**src/rtl/deser_pkg.sv**
```systemverilog
package deser_pkg;

    // What the qualified byte stream carries in one cycle.
    typedef enum logic [1:0] {
        EV_IDLE = 2'd0,
        EV_DATA = 2'd1,
        EV_CTRL = 2'd2
    } rx_ev_e;

    typedef struct packed {
        rx_ev_e     kind;
        logic [7:0] byte_val;
    } rx_ev_t;

    localparam int BYTE_W = 8;

    // Number of whole bytes needed to carry a word of the given width.
    function automatic int bytes_for(input int width);
        return (width + BYTE_W - 1) / BYTE_W;
    endfunction

endpackage

```
**src/rtl/deser_event_gate.sv**
```systemverilog
module deser_event_gate
    import deser_pkg::*;
(
    input  logic       rx_synced,
    input  logic       rx_is_ctrl,
    input  logic [7:0] rx_byte,
    output rx_ev_t     ev
);

    // Drops everything while unlocked, then splits the stream into data and framing.
    always_comb begin
        ev.byte_val = rx_byte;
        if (!rx_synced) begin
            ev.kind = EV_IDLE;
        end else if (rx_is_ctrl) begin
            ev.kind = EV_CTRL;
        end else begin
            ev.kind = EV_DATA;
        end
    end

endmodule

```
**src/rtl/deser_frame_tracker.sv**
```systemverilog
module deser_frame_tracker
    import deser_pkg::*;
#(
    parameter int NBYTES = 3
) (
    input  logic   clk,
    input  logic   rst,
    input  rx_ev_e kind,
    output logic   last_byte,
    output logic   abort_pulse
);

    localparam logic [NBYTES-1:0] FIRST_POS = NBYTES'(1);

    // One-hot byte position, one bit per byte of the padded word.
    logic [NBYTES-1:0] pos_q;

    assign last_byte = (kind == EV_DATA) && pos_q[NBYTES-1];

    always_ff @(posedge clk) begin
        if (rst) begin
            pos_q       <= FIRST_POS;
            abort_pulse <= 1'b0;
        end else begin
            abort_pulse <= 1'b0;
            case (kind)
                EV_CTRL: begin
                    abort_pulse <= !pos_q[0];
                    pos_q       <= FIRST_POS;
                end
                EV_DATA: begin
                    // Rotation wraps to the first position after the last byte.
                    pos_q <= (pos_q << 1) | (pos_q >> (NBYTES - 1));
                end
                default: begin
                    pos_q <= pos_q;
                end
            endcase
        end
    end

    AST_POS_ONEHOT: assert property (@(posedge clk) disable iff (rst)
        $countones(pos_q) == 1);

    AST_CTRL_REWINDS: assert property (@(posedge clk) disable iff (rst)
        (kind == EV_CTRL) |=> pos_q[0]);

    AST_IDLE_HOLDS: assert property (@(posedge clk) disable iff (rst)
        (kind == EV_IDLE) |=> $stable(pos_q));

    AST_ABORT_AT_START: assert property (@(posedge clk) disable iff (rst)
        abort_pulse |-> pos_q[0]);

endmodule

```
**src/rtl/deser_word_assembler.sv**
```systemverilog
module deser_word_assembler
    import deser_pkg::*;
#(
    parameter int WORD_W = 20,
    parameter int NBYTES = 3
) (
    input  logic              clk,
    input  logic              rst,
    input  rx_ev_t            ev,
    input  logic              last_byte,
    output logic [WORD_W-1:0] word_q,
    output logic              strobe_q
);

    localparam int PADDED_W = NBYTES * BYTE_W;
    localparam int HOLD_W   = (NBYTES - 1) * BYTE_W;

    logic [PADDED_W-1:0] padded;

    generate
        if (NBYTES > 1) begin : g_multi
            logic [HOLD_W-1:0] hold_q;

            always_ff @(posedge clk) begin
                if (rst) begin
                    hold_q <= '0;
                end else if (ev.kind == EV_DATA) begin
                    hold_q <= HOLD_W'({hold_q, ev.byte_val});
                end
            end

            assign padded = {hold_q, ev.byte_val};

            AST_STROBE_SINGLE: assert property (@(posedge clk) disable iff (rst)
                strobe_q |=> !strobe_q);
        end else begin : g_single
            assign padded = ev.byte_val;
        end
    endgenerate

    always_ff @(posedge clk) begin
        if (rst) begin
            word_q   <= '0;
            strobe_q <= 1'b0;
        end else begin
            strobe_q <= last_byte;
            if (last_byte) begin
                word_q <= padded[PADDED_W-1 -: WORD_W];
            end
        end
    end

endmodule

```
**src/rtl/byte_word_deser.sv**
```systemverilog
module byte_word_deser
    import deser_pkg::*;
#(
    parameter int WORD_W = 36
) (
    input  logic              clk,
    input  logic              rst,
    input  logic [7:0]        rx_byte,
    input  logic              rx_is_ctrl,
    input  logic              rx_synced,
    output logic [WORD_W-1:0] word_out,
    output logic              word_strobe,
    output logic              frame_abort
);

    localparam int NBYTES = bytes_for(WORD_W);

    rx_ev_t ev;
    logic   last_byte;

    deser_event_gate u_gate (
        .rx_synced  (rx_synced),
        .rx_is_ctrl (rx_is_ctrl),
        .rx_byte    (rx_byte),
        .ev         (ev)
    );

    deser_frame_tracker #(
        .NBYTES (NBYTES)
    ) u_track (
        .clk         (clk),
        .rst         (rst),
        .kind        (ev.kind),
        .last_byte   (last_byte),
        .abort_pulse (frame_abort)
    );

    deser_word_assembler #(
        .WORD_W (WORD_W),
        .NBYTES (NBYTES)
    ) u_asm (
        .clk       (clk),
        .rst       (rst),
        .ev        (ev),
        .last_byte (last_byte),
        .word_q    (word_out),
        .strobe_q  (word_strobe)
    );

    AST_ABORT_NO_STROBE: assert property (@(posedge clk) disable iff (rst)
        frame_abort |-> !word_strobe);

    AST_UNSYNCED_QUIET: assert property (@(posedge clk) disable iff (rst)
        !rx_synced |=> (!word_strobe && !frame_abort));

endmodule

```
**config.mk**
```make
export PLATFORM = sky130hd
export DESIGN_NAME = byte_word_deser
export DESIGN_NICKNAME = d
export VERILOG_FILES = /design/src/rtl/deser_pkg.sv /design/src/rtl/deser_event_gate.sv /design/src/rtl/deser_frame_tracker.sv /design/src/rtl/deser_word_assembler.sv /design/src/rtl/byte_word_deser.sv
export SDC_FILE = /design/constraint.sdc
export NUM_CORES = 1
export LEC_CHECK = 0
export BUFFER_PORTS_ARGS = -buffer_cell sky130_fd_sc_hd__buf_4
export CORE_MARGIN = 10
export CORE_UTILIZATION = 45
export DETAILED_ROUTE_END_ITERATION = 7
export PLACE_DENSITY = 0.67
export SYNTH_ARGS = -nofsm -noshare
export SYNTH_HDL_FRONTEND = slang
export SYNTH_SLANG_ARGS = --single-unit
export TNS_END_PERCENT = 1
```
**constraint.sdc**
```tcl
create_clock -name clk -period 1.6 [get_ports clk]
set_input_delay 0.08 -clock clk [delete_from_list [all_inputs] [get_ports clk]]
set_output_delay 0.08 -clock clk [all_outputs]
set_load 0.03 [all_outputs]
```
# [After elaboration in Yosys (flattened, before gate mapping)]
# Cells that the tools add are included.
[word_totals] in_bits=12 out_inout_bits=38 wordCells=16 regBits=75
[op_classes] reduce_logical=4 eq_ne=2 bitwise=2 n_mux=3
[op_table] operator="5-bit one-hot mux with 2 select lines" count=1
[op_table] operator="5-bit by 1-bit OR with 5-bit output" count=1
[op_table] operator="2-bit two-way mux" count=2
[op_table] operator="2-bit by 1-bit equality test with 1-bit output, second input constant" count=1
[op_table] operator="2-bit equality test, second input constant" count=1
[op_table] operator="2-bit nonzero test" count=1
[op_table] operator="2-bit OR reduction" count=1
[op_table] operator="1-bit logical AND" count=1
[op_table] operator="1-bit logical NOT" count=1
[op_table] operator="1-bit NOT" count=1

# [Longest topological paths before layout]
# Gate-level depths: netlist (run 1).
[depth] depth_word=5 mapped_depth=5

# [Hierarchy]
# A second synthesis (run 1) with hierarchy kept.
[unflattened] cells_unflattened=269 hier_area_um2=2909.0
[by_module_without_submodules] mod="deser_word_assembler" cells_each=231 instances=1 area_per_inst_um2=2577.5
[by_module_without_submodules] mod="deser_frame_tracker" cells_each=28 instances=1 area_per_inst_um2=255.2
[by_module_without_submodules] mod="deser_event_gate" cells_each=10 instances=1 area_per_inst_um2=76.3

# [Worst setup path before layout (run 1)]
# OpenSTA, ideal clock, no wires.
[synth_timing] path_kind="flip-flop to flip-flop" startpoint="register u_track.pos_q[4]" endpoint="register u_asm.word_q[15]" n_path_buf=2 setup_ns=0.132 path_stages_with_launch=6 arrival_time_ns=0.890 setup_slack_ns=0.578 synth_period_minus_slack_ns=1.022 cell_sequence="dfxtp_1 and3b_1 buf_4 buf_4 nand2_1 a21oi_1"
[synth_via] elab_chain_len=1
[synth_rtl] element="start: declaration" line_no="deser_frame_tracker.sv:16" text="logic [NBYTES-1:0] pos_q;"
[synth_rtl] element="start signal: assignment" line_no="deser_frame_tracker.sv:33" text="pos_q <= (pos_q << 1) | (pos_q >> (NBYTES - 1));"
[synth_rtl] element="start signal: assignment" line_no="deser_frame_tracker.sv:36" text="pos_q <= pos_q;"
[synth_rtl] element="1-bit logical AND" line_no="deser_frame_tracker.sv:18" text="assign last_byte = (kind == EV_DATA) && pos_q[NBYTES-1];"
[synth_rtl] element="end signal: assignment" line_no="deser_word_assembler.sv:48" text="word_q <= padded[PADDED_W-1 -: WORD_W];"
[synth_rtl] element="end: declaration" line_no="deser_word_assembler.sv:11" text="output logic [WORD_W-1:0] word_q,"
# Every way passes these cells.
# A chain may end at the register's enable or synchronous reset.

# [Worst setup path after layout (run 1)]
[layout_timing] startpoint="register u_track.pos_q[4]" endpoint="register u_asm.word_q[30]"
# The elaborated chain is that of the path after synthesis.

==> flow_summary.json, run 1 <==
{
  "status": "completed",
  "worst_pin_slew_ns": 0.433,
  "critPathLaunchType": "flip-flop",
  "synth_ff_type": "dfxtp_1",
  "cts_tree": "done",
  "critPathKind": "reg -> reg",
  "synth_edf_count": 0,
  "holdPathStages": 2,
  "synth_cells": 324,
  "synthTopCellsByCount": "nand2_1, dfxtp_1, a21oi_1",
  "cts_resized": 0,
  "avgViaCountPerCell": 4.94,
  "clk_path_buf_depth": 2,
  "grt_max_degree": 43,
  "drv_cap": 0,
  "setup_tns_ns": 0,
  "antenna_left": 0,
  "syn_area_per_cell_sq_um": 8.09,
  "synth.most_common_cell": "nand2_1",
  "hold_violations": 0,
  "ys_warn_count": 0,
  "max_freq_mhz": 769,
  "drcViolationCount": 0,
  "hold_path_class": "in -> reg",
  "cp_max_fo": 17,
  "synth.distinct_cells": 14,
  "cp.arrival_ns": 1.50,
  "cp_cell_sequence": "nand3b_2, buf_4, nand2_1, a21oi_1",
  "firstDrtPassIters": 4,
  "total_power_mw": 3.22,
  "clock_skew_ns": 0.00522,
  "grt.total_usage": 0.132,
  "rows": 27,
  "slowest_stage": "dfxtp_1",
  "finalWirelength_um": 5830,
  "period_needed_ns": 1.30,
  "path_delay_family": "simple AND/OR/NAND/NOR gates",
  "chipWidth_um": 96.3,
  "place_ws_ns": 0.305,
  "max_stage_delay_ns": 0.39,
  "clock_latency_ns": 0.33,
  "synth_area_sq_um": 2620,
  "cp_num_buf_inv": 1,
  "syn_nets": 336,
  "drv_slew": 0,
  "cts_root_buf": "clkbuf_8",
  "stdcell_area_sq_um": 3270,
  "gp_congestion": 0.724,
  "core_area_sq_um": 5570,
  "slew_headroom": 0.711,
  "clk_pin_slew_ns": 0.07,
  "cts_sinks": 75,
  "nFillCells": 562,
  "num_vias": 2228,
  "drt_iter0_markers": 139,
  "hold_slack_ns": 0.0561,
  "cts_max_level": 3,
  "start_util": 0.470,
  "reg2reg_to": "u_asm.word_q[30]",
  "hold_end": "u_track.abort_pulse",
  "ys_seq_area_frac": 0.573,
  "first_global_vias": 2105,
  "placed_area_sq_um": 3040,
  "grt_overflow": 0,
  "leakagePower_nw": 1.20,
  "pin_count": 50,
  "reg2reg_slack_ns": 0.30,
  "diodes": 0,
  "portBuffers": 49,
  "grt_pass1_wl_um": 9740,
  "yosys.area.top_type": "dfxtp_1",
  "min_from": "rx_is_ctrl",
  "synth_area_leaders": "dfxtp_1, nand2_1, a21oi_1",
  "area_growth_pct": 24.6,
  "ys_ff_latch": 75,
  "grt_setup_unrepaired": "no",
  "ir_drop_uv": 595,
  "die_h_um": 96.3,
  "endpoint_kind": "flip-flop",
  "fin_ws_ns": 0.299,
  "reg2reg_depth": 4,
  "fin_crit_sh": 0.813,
  "fp.dieArea_sq_um": 9280,
  "rr_startpoint": "u_track.pos_q[4]",
  "synth_top_area_frac": 0.573,
  "numCtsBuffers": 9,
  "power.density_nw_per_um2": 986,
  "synthArstFlopShare": 0,
  "wl_per_cell_um": 12.9,
  "post_route_cells_drive_above_1_share": 0.185,
  "antenna_found_initial": 0,
  "required_ns": 1.80,
  "setup_violations": 0,
  "place.detailed.hpwl_um": 3850,
  "nets": 389
}
-- layout by cell type (no fill, tap or decap) --
cell           instances
a21oi_1               73
clkbuf_1               3
clkbuf_8              10
dfxtp_1               75
nand3b_2               1
nor4bb_1               1
dlygate4sd3_1          8
or2_2                  1
nand2b_1               5
nor2_1                 3
nor2b_2                1
nand3b_1               4
buf_12                 2
and3b_1                1
nand2_1              136
buf_4                 55
-- sequential cells by signal, indices dropped and copies added, names as in the netlist --
register and cells:
u_asm.strobe_q 1, u_track.pos_q 5, u_track.abort_pulse 1, u_asm.word_q 36
u_asm.g_multi.hold_q 32
-- final cells by class --
class	instances	area (sq um)	area share
flip-flops and latches	75	1500	0.460
clock buffers	13	149	0.0456
repair buffers	65	533	0.163
well taps	72	90.1	0.0276
multi-input cells	226	993	0.304
-- metrics by stage --
step,cells,utilization
after floorplan,324,-
after global placement,430,0.545
after detailed placement,430,0.545
after CTS,451,0.586
after global routing,451,0.586
final,451,0.586
-- worst max path at each step --
stage	cells past startpoint	to	from	slack (ns)
6_report	4	u_asm.word_q[30]	u_track.pos_q[4]	0.30
2_1_floorplan	5	u_asm.word_q[15]	u_track.pos_q[4]	0.58
4_1_cts	4	u_asm.word_q[30]	u_track.pos_q[4]	0.28
5_1_grt	4	u_asm.word_q[30]	u_track.pos_q[4]	0.16
3_3_place_gp	4	u_asm.word_q[28]	u_track.pos_q[4]	0.35
3_5_place_dp	4	u_asm.word_q[21]	u_track.pos_q[4]	0.31
-- routing by layer --
metal,vias to the layer above,routed length [um],global-route usage
met5,-,0,0
met4,0,125,0.0690
met3,11,287,0.0381
met2,37,2840,0.216
met1,1034,2580,0.154
li1,1146,-,-
-- worst reg2reg max path, stage by stage (launching register included) --
cell and delay (ns):
dfxtp_1 0.39, nand3b_2 0.33, buf_4 0.31, nand2_1 0.07, a21oi_1 0.06
-- cell families after synthesis --
logic type      Yosys count  synth area share
simple gates            153             0.239
flops                    75             0.573
compound gates           73             0.139
buf+inv                  23            0.0496
-- power breakdown --
| part | switching, mW | leakage (nW) | internal [mW] |
|---|---|---|---|
| Combinational | 0.0796 | 0.522 | 0.0604 |
| Sequential | 0.0129 | 0.605 | 1.88 |
| Clock | 0.603 | 0.0754 | 0.582 |
-- what timing repair did --
| action | 4_1_cts | 5_1_grt |
|---|---|---|
| hold endpoints to repair | 10 | 0 |
| setup buffers | 0 | 0 |
| hold buffers | 8 | 0 |
Note: power is estimated with default switching activity, not from simulation.
==> run 2: changes to the inputs <==
--- a/config.mk
+++ b/config.mk
@@ -9,7 +9,7 @@
 export CORE_MARGIN = 10
 export CORE_UTILIZATION = 45
 export DETAILED_ROUTE_END_ITERATION = 7
-export PLACE_DENSITY = 0.67
+export PLACE_DENSITY = 0.7
 export SYNTH_ARGS = -nofsm -noshare
 export SYNTH_HDL_FRONTEND = slang
 export SYNTH_SLANG_ARGS = --single-unit
==> constraint.sdc (replaced) <==
create_clock -name clk -period 1.15 [get_ports clk]
set_input_delay 0.0575 -clock clk [delete_from_list [all_inputs] [get_ports clk]]
set_output_delay 0.0575 -clock clk [all_outputs]
set_load 0.03 [all_outputs]
==> flow_summary.json, run 2 (synthesized netlist as in run 1, its figures left out) <==
{
  "status": "completed",
  "clock_latency_ns": 0.34,
  "antenna_left": 0,
  "regMostFlops": "u_asm.word_q",
  "leakagePower_nw": 1.23,
  "power.density_nw_per_um2": 1360,
  "hold_slack_ns": 0.0410,
  "power.internal_mw": 3.53,
  "worst_pin_slew_ns": 0.328,
  "placed_area_sq_um": 3080,
  "cts_setup_buffers": 0,
  "p_seq_frac": 0.583,
  "antenna_found_initial": 0,
  "final_util": 0.595,
  "path_delay_family": "flip-flops",
  "endpoint": "u_asm.word_q[8]",
  "place.detailed.hpwl_um": 3780,
  "clock_skew_ns": 0.00442,
  "cp-startpoint": "u_track.pos_q[4]",
  "rows": 27,
  "power_switching_share": 0.219,
  "hold_path_class": "in -> reg",
  "num_vias": 2208,
  "avgViaCountPerCell": 4.87,
  "required_ns": 1.42,
  "rr_startpoint": "u_track.pos_q[4]",
  "critPathKind": "reg -> reg",
  "grt_overflow": 0,
  "reg2reg_slack_ns": 0.12,
  "grt_setup_unrepaired": "no",
  "max_freq_mhz": 972,
  "critPathLaunchType": "flip-flop",
  "drv_cap": 0,
  "nets": 389,
  "endpoint_kind": "flip-flop",
  "cts_max_level": 3,
  "start_util": 0.470,
  "clkPwrFrac": 0.371,
  "fin_ws_ns": 0.121,
  "cp.arrival_ns": 1.30,
  "wl_per_cell_um": 12.4,
  "finalWirelength_um": 5640,
  "diodes": 0,
  "setup_violations": 0,
  "grt_pass1_wl_um": 9620,
  "slowest_stage": "dfxtp_2",
  "dp.cells": 430,
  "clk_path_buf_depth": 2,
  "firstDrtPassIters": 4,
  "reg2reg_to": "u_asm.word_q[8]",
  "drcViolationCount": 0,
  "fp.dieArea_sq_um": 9280,
  "grt_max_degree": 38,
  "portBuffers": 49,
  "slew_headroom": 0.782,
  "total_power_mw": 4.53,
  "switching_power_uw": 992,
  "fin_crit_sh": 0.894,
  "max_stage_delay_ns": 0.36,
  "cp_num_buf_inv": 1,
  "gp_congestion": 0.755,
  "place_ws_ns": 0.0609,
  "drv_slew": 0,
  "cts_sinks": 75,
  "cp_cell_sequence": "and3b_2, buf_12, nand2_1, a21oi_1",
  "core_area_sq_um": 5570,
  "grt.total_usage": 0.131,
  "period_needed_ns": 1.03,
  "instances_no_fill": 453,
  "cp.depth": 4,
  "hold_violations": 0,
  "first_global_vias": 2135,
  "reg_top3": "u_asm.word_q (36), u_asm.g_multi.hold_q (32), u_track.pos_q (5)",
  "final_common_cell": "nand2_1",
  "cp_max_fo": 32,
  "p_comb_frac": 0.045,
  "post_route_cells_drive_above_1_share": 0.197,
  "pin_count": 50,
  "numCtsBuffers": 9,
  "clk_pin_slew_ns": 0.07,
  "setup_tns_ns": 0,
  "chipWidth_um": 96.3,
  "reg2reg_depth": 4,
  "layout_common_cells": "nand2_1, dfxtp_1, a21oi_1, buf_4, clkbuf_8",
  "cts_root_buf": "clkbuf_8",
  "largest_reg_flops": 36,
  "drt_iter0_markers": 115,
  "cts_tree": "done",
  "die_h_um": 96.3,
  "area_growth_pct": 26.5,
  "ir_drop_uv": 689,
  "stdcell_area_sq_um": 3320
}
## run 2: final cells by class
cell class / count / area, sq um
Clock buffer: 12 / 145
Clock inverter: 3 / 15.0
Fill cell: 529 / 2260
Multi-Input combinational cell: 226 / 995
Sequential cell: 75 / 1500
Tap cell: 72 / 90.1
Timing Repair Buffer: 65 / 571
## run 2: routing by layer
metal | GRT usage | share of wire
met1 | 0.146 | 0.43
met2 | 0.212 | 0.48
met3 | 0.0482 | 0.071
met4 | 0.0726 | 0.021
met5 | 0 | 0
## run 2: how the worst min path moves through the flow
| stage | start | to | cells after the start |
|---|---|---|---|
| after floorplan | rst | u_track.abort_pulse | 1 |
| after global placement | rx_byte[0] | u_asm.g_multi.hold_q[0] | 3 |
| after detailed placement | rx_byte[2] | u_asm.g_multi.hold_q[2] | 3 |
| after CTS | rx_is_ctrl | u_track.abort_pulse | 2 |
| after global routing | rx_is_ctrl | u_track.abort_pulse | 2 |
| final | rx_is_ctrl | u_track.abort_pulse | 2 |
## run 2: power groups by stage
stage	registers, mW	logic, mW	clock network (mW)
after floorplan	2.69	0.110	0
after global placement	2.70	0.184	0
after detailed placement	2.70	0.186	0
after CTS	2.64	0.207	1.74
after global routing	2.64	0.228	1.84
final	2.64	0.206	1.68
## run 2: repair_timing
| action | 4_1_cts | 5_1_grt |
|---|---|---|
| hold buffers | 8 | 0 |
| setup endpoints to repair | 0 | 31 |
| hold endpoints to repair | 12 | 0 |
| gates resized for setup | 0 | 2 |
==> run 3: changes to the inputs <==
--- a/config.mk
+++ b/config.mk
@@ -7,10 +7,11 @@
 export LEC_CHECK = 0
 export BUFFER_PORTS_ARGS = -buffer_cell sky130_fd_sc_hd__buf_4
 export CORE_MARGIN = 10
-export CORE_UTILIZATION = 45
+export CORE_UTILIZATION = 49
 export DETAILED_ROUTE_END_ITERATION = 7
-export PLACE_DENSITY = 0.7
+export PLACE_DENSITY = 0.74
 export SYNTH_ARGS = -nofsm -noshare
 export SYNTH_HDL_FRONTEND = slang
+export SYNTH_HIERARCHICAL = 1
 export SYNTH_SLANG_ARGS = --single-unit
-export TNS_END_PERCENT = 1
+export TNS_END_PERCENT = 10
==> flow_summary.json, run 3 <==
{
  "hold_path_class": "in -> reg",
  "antenna_left": 0,
  "yosys.area.top_type": "dfxtp_1",
  "synth_area_sq_um": 2910,
  "cp_cell_sequence": "and2_4, buf_12, mux2i_2, nor2_1",
  "cts_max_level": 3,
  "grt.total_usage": 0.119,
  "endpoint_kind": "flip-flop",
  "critPathKind": "reg -> reg",
  "ys_seq_area_frac": 0.516,
  "regMostFlops": "u_asm/word_q",
  "cp_num_buf_inv": 1,
  "grt_overflow": 0,
  "synth_cells": 269,
  "area_growth_pct": 24.2,
  "core_area_sq_um": 5850,
  "first_global_vias": 1945,
  "instances_no_fill": 401,
  "cp.arrival_ns": 1.29,
  "place.detailed.hpwl_um": 3850,
  "synth_top_family_by_area": "multiplexers",
  "cts_sinks": 75,
  "drv_cap": 0,
  "grt_setup_unrepaired": "no",
  "holdPathStages": 3,
  "reg_top3": "u_asm/word_q (36), u_asm/g_multi.hold_q (32), u_track/pos_q (5)",
  "wl_per_cell_um": 13.9,
  "drcViolationCount": 0,
  "clock_skew_ns": 0.00782,
  "ys_warn_count": 6,
  "die_h_um": 97.1,
  "ys_ff_latch": 75,
  "setup_violations": 0,
  "syn_area_per_cell_sq_um": 10.8,
  "cts_root_buf": "clkbuf_8",
  "finalWirelength_um": 5580,
  "start_util": 0.497,
  "min_from": "rx_byte[2]",
  "hold_violations": 0,
  "syn_nets": 283,
  "synth.most_common_cell": "dfxtp_1",
  "post_route_cells_drive_above_1_share": 0.261,
  "rr_startpoint": "u_track/pos_q[4]",
  "diodes": 0,
  "avgViaCountPerCell": 4.84,
  "required_ns": 1.35,
  "portBuffers": 49,
  "pin_count": 50,
  "fin_ws_ns": 0.0642,
  "cts_setup_buffers": 0,
  "rows": 28,
  "fp.dieArea_sq_um": 9420,
  "status": "completed",
  "clk_pin_slew_ns": 0.07,
  "clock_latency_ns": 0.34,
  "nFillCells": 492,
  "grt_max_degree": 64,
  "synthSimpleGateAreaFrac": 0.188,
  "reg2reg_slack_ns": 0.06,
  "antenna_found_initial": 0,
  "cp_max_fo": 17,
  "synthAdderAreaFrac": 0.00860,
  "synth_top_area_frac": 0.516,
  "dp.cells": 382,
  "power.density_nw_per_um2": 1340,
  "clk_path_buf_depth": 2,
  "total_power_mw": 4.84,
  "slew_headroom": 0.661,
  "max_stage_delay_ns": 0.33,
  "synth-xor-area-share": 0,
  "max_freq_mhz": 921,
  "setup_tns_ns": 0,
  "leakagePower_nw": 1.38,
  "nets": 336,
  "synth_area_leaders": "dfxtp_1, mux2i_1, nand2b_1",
  "synth_compound_area_frac": 0.0206,
  "synth_edf_count": 0,
  "worst_pin_slew_ns": 0.508,
  "slowest_stage": "dfxtp_2",
  "cts_tree": "done",
  "ir_drop_uv": 727,
  "drv_slew": 0,
  "synthTopCellsByCount": "dfxtp_1, mux2i_1, nor2_1",
  "grt_pass1_wl_um": 9410,
  "critPathLaunchType": "flip-flop",
  "synth.distinct_cells": 25,
  "reg2reg_depth": 4,
  "path_delay_family": "flip-flops",
  "drt_iter0_markers": 84,
  "final_common_cell": "dfxtp_1",
  "reg2reg_to": "u_asm/word_q[7]",
  "synth_ff_type": "dfxtp_1",
  "num_vias": 1942,
  "chipWidth_um": 97.1,
  "fin_crit_sh": 0.944,
  "period_needed_ns": 1.09,
  "synthMuxAreaShare": 0.206,
  "largest_reg_flops": 36,
  "layout_common_cells": "dfxtp_1, mux2i_1, buf_4, nor2_1, nand2b_1",
  "hold_end": "u_asm/g_multi.hold_q[2]",
  "gp_congestion": 0.703,
  "synthArstFlopShare": 0,
  "firstDrtPassIters": 4,
  "place_ws_ns": -0.195,
  "numCtsBuffers": 9
}
-- run 3: through the flow --
stage	util	hold WS [ns]	instance area [sq um]
finish	0.617	0.0126	3610
global placement	0.577	0.314	3370
detailed placement	0.577	0.325	3370
floorplan	-	0.127	2970
global route	0.617	0.0348	3610
CTS	0.617	0.00182	3610
-- run 3: power by group --
group | internal [mW] | switching (mW) | leakage (nW)
clock network | 1.05 | 0.904 | 0.0954
logic | 0.135 | 0.119 | 0.682
registers | 2.62 | 0.0116 | 0.605
total | 3.80 | 1.03 | 1.38
-- run 3: area by class of cell --
class                      instances  area, sq um  share of cell area
multi-input combinational        168         1260               0.349
sequential                        75         1500               0.416
clock buffer                      11          141              0.0391
clock inverter                     4         51.3              0.0142
tap                               75         93.8              0.0260
inverter                           2         7.51             0.00208
timing repair buffer              66          556               0.154
-- run 3: worst max path at each step --
stage | from | end | slack (ns) | cells past startpoint
2_1_floorplan | rx_is_ctrl | u_asm/word_q[10] | -0.12 | 7
3_3_place_gp | rx_is_ctrl | u_track/pos_q[0] | -0.16 | 6
3_5_place_dp | rx_is_ctrl | u_track/pos_q[0] | -0.20 | 6
4_1_cts | u_track/pos_q[4] | u_asm/word_q[24] | 0.06 | 4
5_1_grt | u_track/pos_q[4] | u_asm/word_q[7] | 0.004 | 4
6_report | u_track/pos_q[4] | u_asm/word_q[7] | 0.06 | 4
-- run 3: kinds of logic (layout without fill, tap and decap cells) --
group | Yosys count | after routing
AND/OR/NAND/NOR | 94 | 94
flip-flops | 75 | 75
multiplexers | 60 | 60
buffers and inverters | 26 | 83
AO/OA/AOI/OAI | 12 | 12
adder cells (fa/ha/maj) | 2 | 2
-- run 3: worst register-to-register path, delay by kind of cell, from the launching register on --
family | cells | cell delay, ns
flip-flops | 1 | 0.33
AND/OR/NAND/NOR | 2 | 0.21
multiplexers | 1 | 0.23
buffers and inverters | 1 | 0.18
-- run 3: metal layers --
metal,vias up,track usage,share of wire
met2,37,0.186,0.46
li1,1000,-,-
met1,899,0.141,0.47
met5,-,0,0
met4,0,0.0511,0.012
met3,6,0.0491,0.061
-- run 3: what timing repair did --
action | 4_1_cts | 5_1_grt
hold buffers | 4 | 0
gates resized for setup | 0 | 2
setup endpoints to repair | 0 | 3
hold endpoints to repair | 6 | 0
